[src/rtl/vmul_pkg.sv]
`timescale 1ns/1ps
package vmul_pkg;
  localparam int MIN_WIDTH = 2;
  localparam int MAX_WIDTH = 32;

  function automatic bit width_ok(input int n);
    return (n >= MIN_WIDTH) && (n <= MAX_WIDTH) && ((n & (n - 1)) == 0);
  endfunction

  function automatic logic maj3(input logic x, input logic y, input logic z);
    return (x & y) | (x & z) | (y & z);
  endfunction
endpackage

[src/rtl/vmul_half_add.sv]
`timescale 1ns/1ps
module vmul_half_add (
  input  logic x,
  input  logic y,
  output logic s,
  output logic c
);
  assign s = x ^ y;
  assign c = x & y;
endmodule

[src/rtl/vmul_cell2.sv]
`timescale 1ns/1ps
module vmul_cell2 (
  input  logic [1:0] a,
  input  logic [1:0] b,
  output logic [3:0] p
);
  logic t00, t01, t10, t11;
  logic s1, c1, s2, c2;

  assign t00 = a[0] & b[0];
  assign t01 = a[0] & b[1];
  assign t10 = a[1] & b[0];
  assign t11 = a[1] & b[1];

  vmul_half_add u_ha_mid (.x(t01), .y(t10), .s(s1), .c(c1));
  vmul_half_add u_ha_top (.x(t11), .y(c1),  .s(s2), .c(c2));

  assign p = {c2, s2, s1, t00};
endmodule

[src/rtl/vmul_csa.sv]
`timescale 1ns/1ps
module vmul_csa #(
  parameter int W = 6
) (
  input  logic [W-1:0] x,
  input  logic [W-1:0] y,
  input  logic [W-1:0] z,
  output logic [W-1:0] sum,
  output logic [W-1:0] carry_sh
);
  import vmul_pkg::*;

  assign carry_sh[0] = 1'b0;
  for (genvar i = 0; i < W; i++) begin : g_bit
    assign sum[i] = x[i] ^ y[i] ^ z[i];
    if (i < W - 1) begin : g_cy
      assign carry_sh[i+1] = maj3(x[i], y[i], z[i]);
    end
  end
endmodule

[src/rtl/vmul_core.sv]
`timescale 1ns/1ps
module vmul_core #(
  parameter int N = 8
) (
  input  logic [N-1:0]   a,
  input  logic [N-1:0]   b,
  output logic [2*N-1:0] p
);
  if (N == 2) begin : g_leaf
    vmul_cell2 u_cell (.a(a), .b(b), .p(p));
  end else begin : g_split
    localparam int H = N / 2;
    localparam int W = 3 * H;

    logic [N-1:0] p_ll, p_hl, p_lh, p_hh;
    logic [W-1:0] op_top, op_x, op_y, s_vec, c_vec, merged;

    vmul_core #(.N(H)) u_ll (.a(a[H-1:0]), .b(b[H-1:0]), .p(p_ll));
    vmul_core #(.N(H)) u_hl (.a(a[N-1:H]), .b(b[H-1:0]), .p(p_hl));
    vmul_core #(.N(H)) u_lh (.a(a[H-1:0]), .b(b[N-1:H]), .p(p_lh));
    vmul_core #(.N(H)) u_hh (.a(a[N-1:H]), .b(b[N-1:H]), .p(p_hh));

    assign op_top = {p_hh, p_ll[N-1:H]};
    assign op_x   = {{H{1'b0}}, p_hl};
    assign op_y   = {{H{1'b0}}, p_lh};

    vmul_csa #(.W(W)) u_csa (
      .x(op_top), .y(op_x), .z(op_y), .sum(s_vec), .carry_sh(c_vec)
    );

    assign merged = s_vec + c_vec;
    assign p      = {merged, p_ll[H-1:0]};
  end
endmodule

[src/rtl/vmul_top.sv]
`timescale 1ns/1ps
module vmul_top #(
  parameter int N = 8
) (
  input  logic           clk,
  input  logic           rst,
  input  logic [N-1:0]   a,
  input  logic [N-1:0]   b,
  output logic [2*N-1:0] product
);
  import vmul_pkg::*;

  localparam int PW = 2 * N;

  if (!width_ok(N)) begin : g_bad_width
    $error("vmul_top: N must be a power of two between 2 and 32");
  end

  logic [PW-1:0] comb_p;

  vmul_core #(.N(N)) u_core (.a(a), .b(b), .p(comb_p));

  always_ff @(posedge clk) begin
    if (rst) product <= '0;
    else     product <= comb_p;
  end
endmodule

[config.mk]
export PLATFORM = sky130hd
export DESIGN_NAME = vmul_top
export DESIGN_NICKNAME = d
export VERILOG_FILES = /design/src/rtl/vmul_pkg.sv /design/src/rtl/vmul_half_add.sv /design/src/rtl/vmul_cell2.sv /design/src/rtl/vmul_csa.sv /design/src/rtl/vmul_core.sv /design/src/rtl/vmul_top.sv
export SDC_FILE = /design/constraint.sdc
export NUM_CORES = 1
export LEC_CHECK = 0
export BUFFER_PORTS_ARGS = -buffer_cell sky130_fd_sc_hd__buf_2
export CORE_ASPECT_RATIO = 1.4
export CORE_MARGIN = 10
export CORE_UTILIZATION = 55
export CTS_BUF_LIST = sky130_fd_sc_hd__clkbuf_4
export CTS_CLUSTER_DIAMETER = 120
export DETAILED_ROUTE_END_ITERATION = 8
export PLACE_DENSITY_LB_ADDON = 0.15
export RECOVER_POWER = 100
export SYNTH_ARGS = -nofsm -noshare
export SYNTH_HDL_FRONTEND = slang
export SYNTH_SLANG_ARGS = --single-unit
[constraint.sdc]
create_clock -name clk -period 5.8 [get_ports clk]
set_clock_uncertainty 0.2 [all_clocks]
set_input_delay 0.87 -clock clk [delete_from_list [all_inputs] [get_ports clk]]
set_output_delay 0.87 -clock clk [all_outputs]
set_load 0.05 [all_outputs]
Word-level counts from Yosys, hierarchy flattened
Index checks and enable logic that the tools add are counted.

Register bits: 16. Output and inout port bits: 16. Input port bits: 18. Word-level logic and storage cells: 302.

Add/sub/neg operators: 5. Bitwise logic cells: 296.

Operators with widths (number): $and 1x1->1 (168); $xor 1x1->1 (80); $or 1x1->1 (48); $add 6x5->6 (4); $add 12x9->12 (1).

Depth between registers and ports, before layout
Word-level depth: 11. Depth in mapped cells: 18. Mapped depth without buffers: 18.

Cells and area by module
Synthesis repeated with hierarchy kept, for this count alone.

Cell total of the unflattened synthesis: 379. Area total of the unflattened synthesis: 3808.7 µm².

By module, submodules not included: vmul_cell2 (area an instance 55.1 µm², seq. area each 0.0 µm², times used 16, cells an instance 8); vmul_core (u_core.g_split.u_hh ...) (area an instance 190.2 µm², seq. area each 0.0 µm², times used 4, cells an instance 20); vmul_csa (u_core.g_split.u_hh.g_split.u_csa ...) (area an instance 135.1 µm², seq. area each 0.0 µm², times used 4, cells an instance 8); vmul_core (u_core) (area an instance 506.7 µm², seq. area each 0.0 µm², times used 1, cells an instance 60); vmul_top (area an instance 464.2 µm², seq. area each 320.3 µm², times used 1, cells an instance 33); vmul_half_add (area an instance 12.5 µm², seq. area each 0.0 µm², times used 32, cells an instance 1); vmul_csa (u_core.g_split.u_csa) (area an instance 255.2 µm², seq. area each 0.0 µm², times used 1, cells an instance 14).

Least setup slack after synthesis
OpenSTA, ideal clock, no wires.

Path type: in2reg. Start: input port b[1]. End: register product[11]. Data required time: 5.479 ns. Setup slack: 0.806 ns. Arrival time: 4.674 ns. Stages on the path: 16. Path buffers: 0. Library setup time: 0.121 ns. Cell sequence: and2_1 > ha_1 > ha_1 > inv_1 > fa_1 > inv_1 > fa_1 > xnor2_1 > fa_1 > inv_1 > ha_1 > fa_1 > a211oi_1 > o21bai_1 > a21oi_1 > mux2_2.

Word-level cells in the longest chain between the ends: 11. Elaborated cells between the ends (all ways): 123. Classes of those cells: add/sub (3); bitwise (120).

Ends and longest elaborated chain: start, declared (RTL line vmul_top.sv:8) `input logic [N-1:0] b,`; $and 1x1->1 (RTL line vmul_cell2.sv:11) `assign t01 = a[0] & b[1];`; $and 1x1->1 (RTL line vmul_half_add.sv:9) `assign c = x & y;`; $xor 1x1->1 or $and 1x1->1 (tied branches) (RTL line vmul_half_add.sv:8, vmul_half_add.sv:9); $and 1x1->1 (RTL line vmul_pkg.sv:11) `return (x & y) | (x & z) | (y & z);`; $or 1x1->1 (2 in a row) (RTL line vmul_pkg.sv:11); $add 6x5->6 (RTL line vmul_core.sv:31) `assign merged = s_vec + c_vec;`; $and 1x1->1 (RTL line vmul_pkg.sv:11); $or 1x1->1 (2 in a row) (RTL line vmul_pkg.sv:11); $add 12x9->12 * (RTL line vmul_core.sv:31); end signal, assigned (RTL line vmul_top.sv:25) `else product <= comb_p;`; end, declared (RTL line vmul_top.sv:9) `output logic [2*N-1:0] product`.

Mark *: on every way between the ends. The rest lies on a longest branch, timed or not. A chain may end at the register's enable or synchronous reset.

Worst setup path after layout
Same ends and word-level chain as after synthesis.

==> results.json <==
{
  "netlist_area_um2": 2810,
  "busiest_layer": "met2",
  "fin_nets": 461,
  "synthDominantCellAreaShare": 0.249,
  "drtIter0Drc": 53,
  "grt_pass1_wl_um": 9880,
  "cts_max_level": 1,
  "regArea_um2": 320,
  "gp_congestion": 0.838,
  "synth_area_leaders": "ha_1 (25%), fa_1 (21%), and2_1 (12%)",
  "worstHoldStart": "b[0]",
  "cp.required_ps": 5790,
  "die_x_um": 80.4,
  "clock-sinks": 16,
  "fin_crit_ps": 5130,
  "crit_type": "input pin to flop",
  "maxSlewViolCount": 0,
  "cp-end-kind": "flop",
  "grt.met1_usage": 0.172,
  "yosysWarnings": 0,
  "die_y_um": 105,
  "setup_violations": 0,
  "drtAntennaViolNets": 0,
  "worstSetupStartpointType": "input pin",
  "use_met3": 0.0129,
  "vias": 2130,
  "ys_seq_area_frac": 0.114,
  "hold_path_class": "input pin to flop",
  "start_util": 0.572,
  "clk_pin_slew_ps": 90,
  "drt-pass1-iter-count": 4,
  "postCtsHoldBufs": 0,
  "finalHoldViolCount": 0,
  "grt_max_degree": 18,
  "hold_depth": 2,
  "ys_types": 31,
  "syn_inst": 320,
  "ys_ff_latch": 16,
  "avgRoutedWirePerCell_um": 13.3,
  "layout-drive-gt1-share": 0.0588,
  "ir_worst_vdd_mv": 0.108,
  "p_leak_nw": 1.69,
  "fin_util": 0.623,
  "via_per_inst": 5.06,
  "grt_pass1_vias": 2276,
  "io_pins": 34,
  "worstPathArrival_ps": 5120,
  "max_freq_mhz": 195,
  "multi_input_area_um2": 2250,
  "root_buffer": "clkbuf_4",
  "tightestPinTransition_ps": 706,
  "synth_fp_nets": 423,
  "grt_usage": 0.139,
  "tns_ps": 0,
  "min_to": "product[0]$_SDFF_PP0_",
  "post-cts-setup-buffers": 0,
  "std_cell_rows": 30,
  "tritoncts": "done",
  "total_power_mw": 0.850,
  "synth_top_area_cell": "ha_1",
  "grt_util_met2": 0.247,
  "slew-limit-headroom": 0.530,
  "reg.largest.list": "product: 16 flops",
  "fillers": 464,
  "drc_errors": 0,
  "largest_reg_flops": 16,
  "drt-total-wl_um": 5610,
  "diodes": 0,
  "min_period_over_period": 0.885,
  "grt_remaining_overflow": 0,
  "cts_resized": 0,
  "io_buffers": 33,
  "regMostFlops": "product",
  "cts_buffers": 3,
  "antenna_found_initial": 0,
  "syn_avg_cell_area_um2": 8.78,
  "status": "finished clean",
  "rsz0062_at_grt": "false",
  "area_delta_synth_final_pct": 8.99,
  "core_um2": 4920,
  "dp.final_hpwl_um": 4860,
  "crit_path_max_fanout": 8,
  "clockBufferDepth": 2,
  "placed_area_um2": 3060,
  "die_area_um2": 8410,
  "maxCapViolCount": 0,
  "fin_area_um2": 3060,
  "power_density_nw_per_um2": 277
}
cells in the final DEF, fill, tap and decap left out, types with 3 or more instances in the layout:
cell type / count
o21ai_0: 6
mux2i_1: 3
xor2_1: 3
dfxtp_1: 16
clkbuf_4: 3
nand2_1: 13
o211ai_1: 3
nand3_1: 4
fa_1: 29
or3_1: 3
xnor2_1: 10
ha_1: 56
nor2b_1: 7
buf_2: 15
a21oi_1: 14
clkbuf_1: 18
and3_1: 3
a21o_1: 7
nor2_1: 9
and2_1: 53
inv_1: 62
stage by stage:
step                instances  hold WS, ps  setup slack [ps]
floorplan                 320          816               806
global placement          417         1020               480
detailed placement        417         1040               421
CTS                       421          731               746
global route              421          746               233
finish                    421          734               669
power by group:
group	leakage, nW	switching (mW)	internal (mW)
registers	0.133	0.00685	0.144
clock network	0.0154	0.0346	0.0251
logic	1.54	0.401	0.239
metal layers:
metal  vias up  routed length (um)
li1       1097                   -
met1       998                2620
met2        30                2750
met3         5                 184
met4         0                  58
met5         -                   0
cells by family (layout without fill, tap and decap cells):
logic type | Yosys count | after routing | synth area share
AOI/OAI and AO/OA | 38 | 38 | 0.0842
adders and majority gates | 85 | 85 | 0.456
buffers and inverters | 63 | 100 | 0.0841
muxes | 5 | 5 | 0.0187
xor gates and xnor gates | 13 | 13 | 0.0405
DFF | 16 | 16 | 0.114
and+or+nand+nor | 100 | 100 | 0.203
Yosys cell counts, drive strengths merged:
cell / number
inv: 62
ha: 56
and2: 54
fa: 29
dfxtp: 16
a21oi: 14
nand2: 13
xnor2: 10
nor2: 9
a21o: 7
nor2b: 7
o21ai: 6
nand3: 4
and3: 3
mux2i: 3
o211ai: 3
or3: 3
xor2: 3
a211oi: 2
mux2: 2
nor3: 2
nor3b: 2
o21a: 2
a211o: 1
a2bb2oi: 1
clkbuf: 1
nand3b: 1
o21bai: 1
o22ai: 1
or2: 1
or3b: 1
worst max-delay path, stage by stage:
cell      delay, ps
clkbuf_1        210
and2_0          170
ha_1            150
ha_1            140
inv_1            50
fa_1            520
inv_1            40
ha_1            190
fa_1            400
a21o_1          170
a21oi_1         190
xnor2_1         180
fa_1            430
ha_1            350
a211oi_1        400
o21bai_1        120
a21oi_1         170
mux2_2          340
worst max path at each step:
| stage | startpoint | end | cells after the start |
|---|---|---|---|
| after floorplan | b[1] | product[11]$_SDFF_PP0_ | 16 |
| after global placement | a[0] | product[11]$_SDFF_PP0_ | 18 |
| after detailed placement | b[0] | product[11]$_SDFF_PP0_ | 18 |
| after CTS | b[1] | product[11]$_SDFF_PP0_ | 17 |
| final | b[1] | product[11]$_SDFF_PP0_ | 18 |
| after global routing | b[1] | product[11]$_SDFF_PP0_ | 18 |
final cells by class:
cell class              count  area share
clock buffers               3     0.00735
clock inverters             1     0.00123
inverters                  62      0.0760
flip-flops and latches     16       0.105
multi-input cells         241       0.736
well taps                  64      0.0261
repair buffers             34      0.0490
Power figures use the tool's default switching activity.
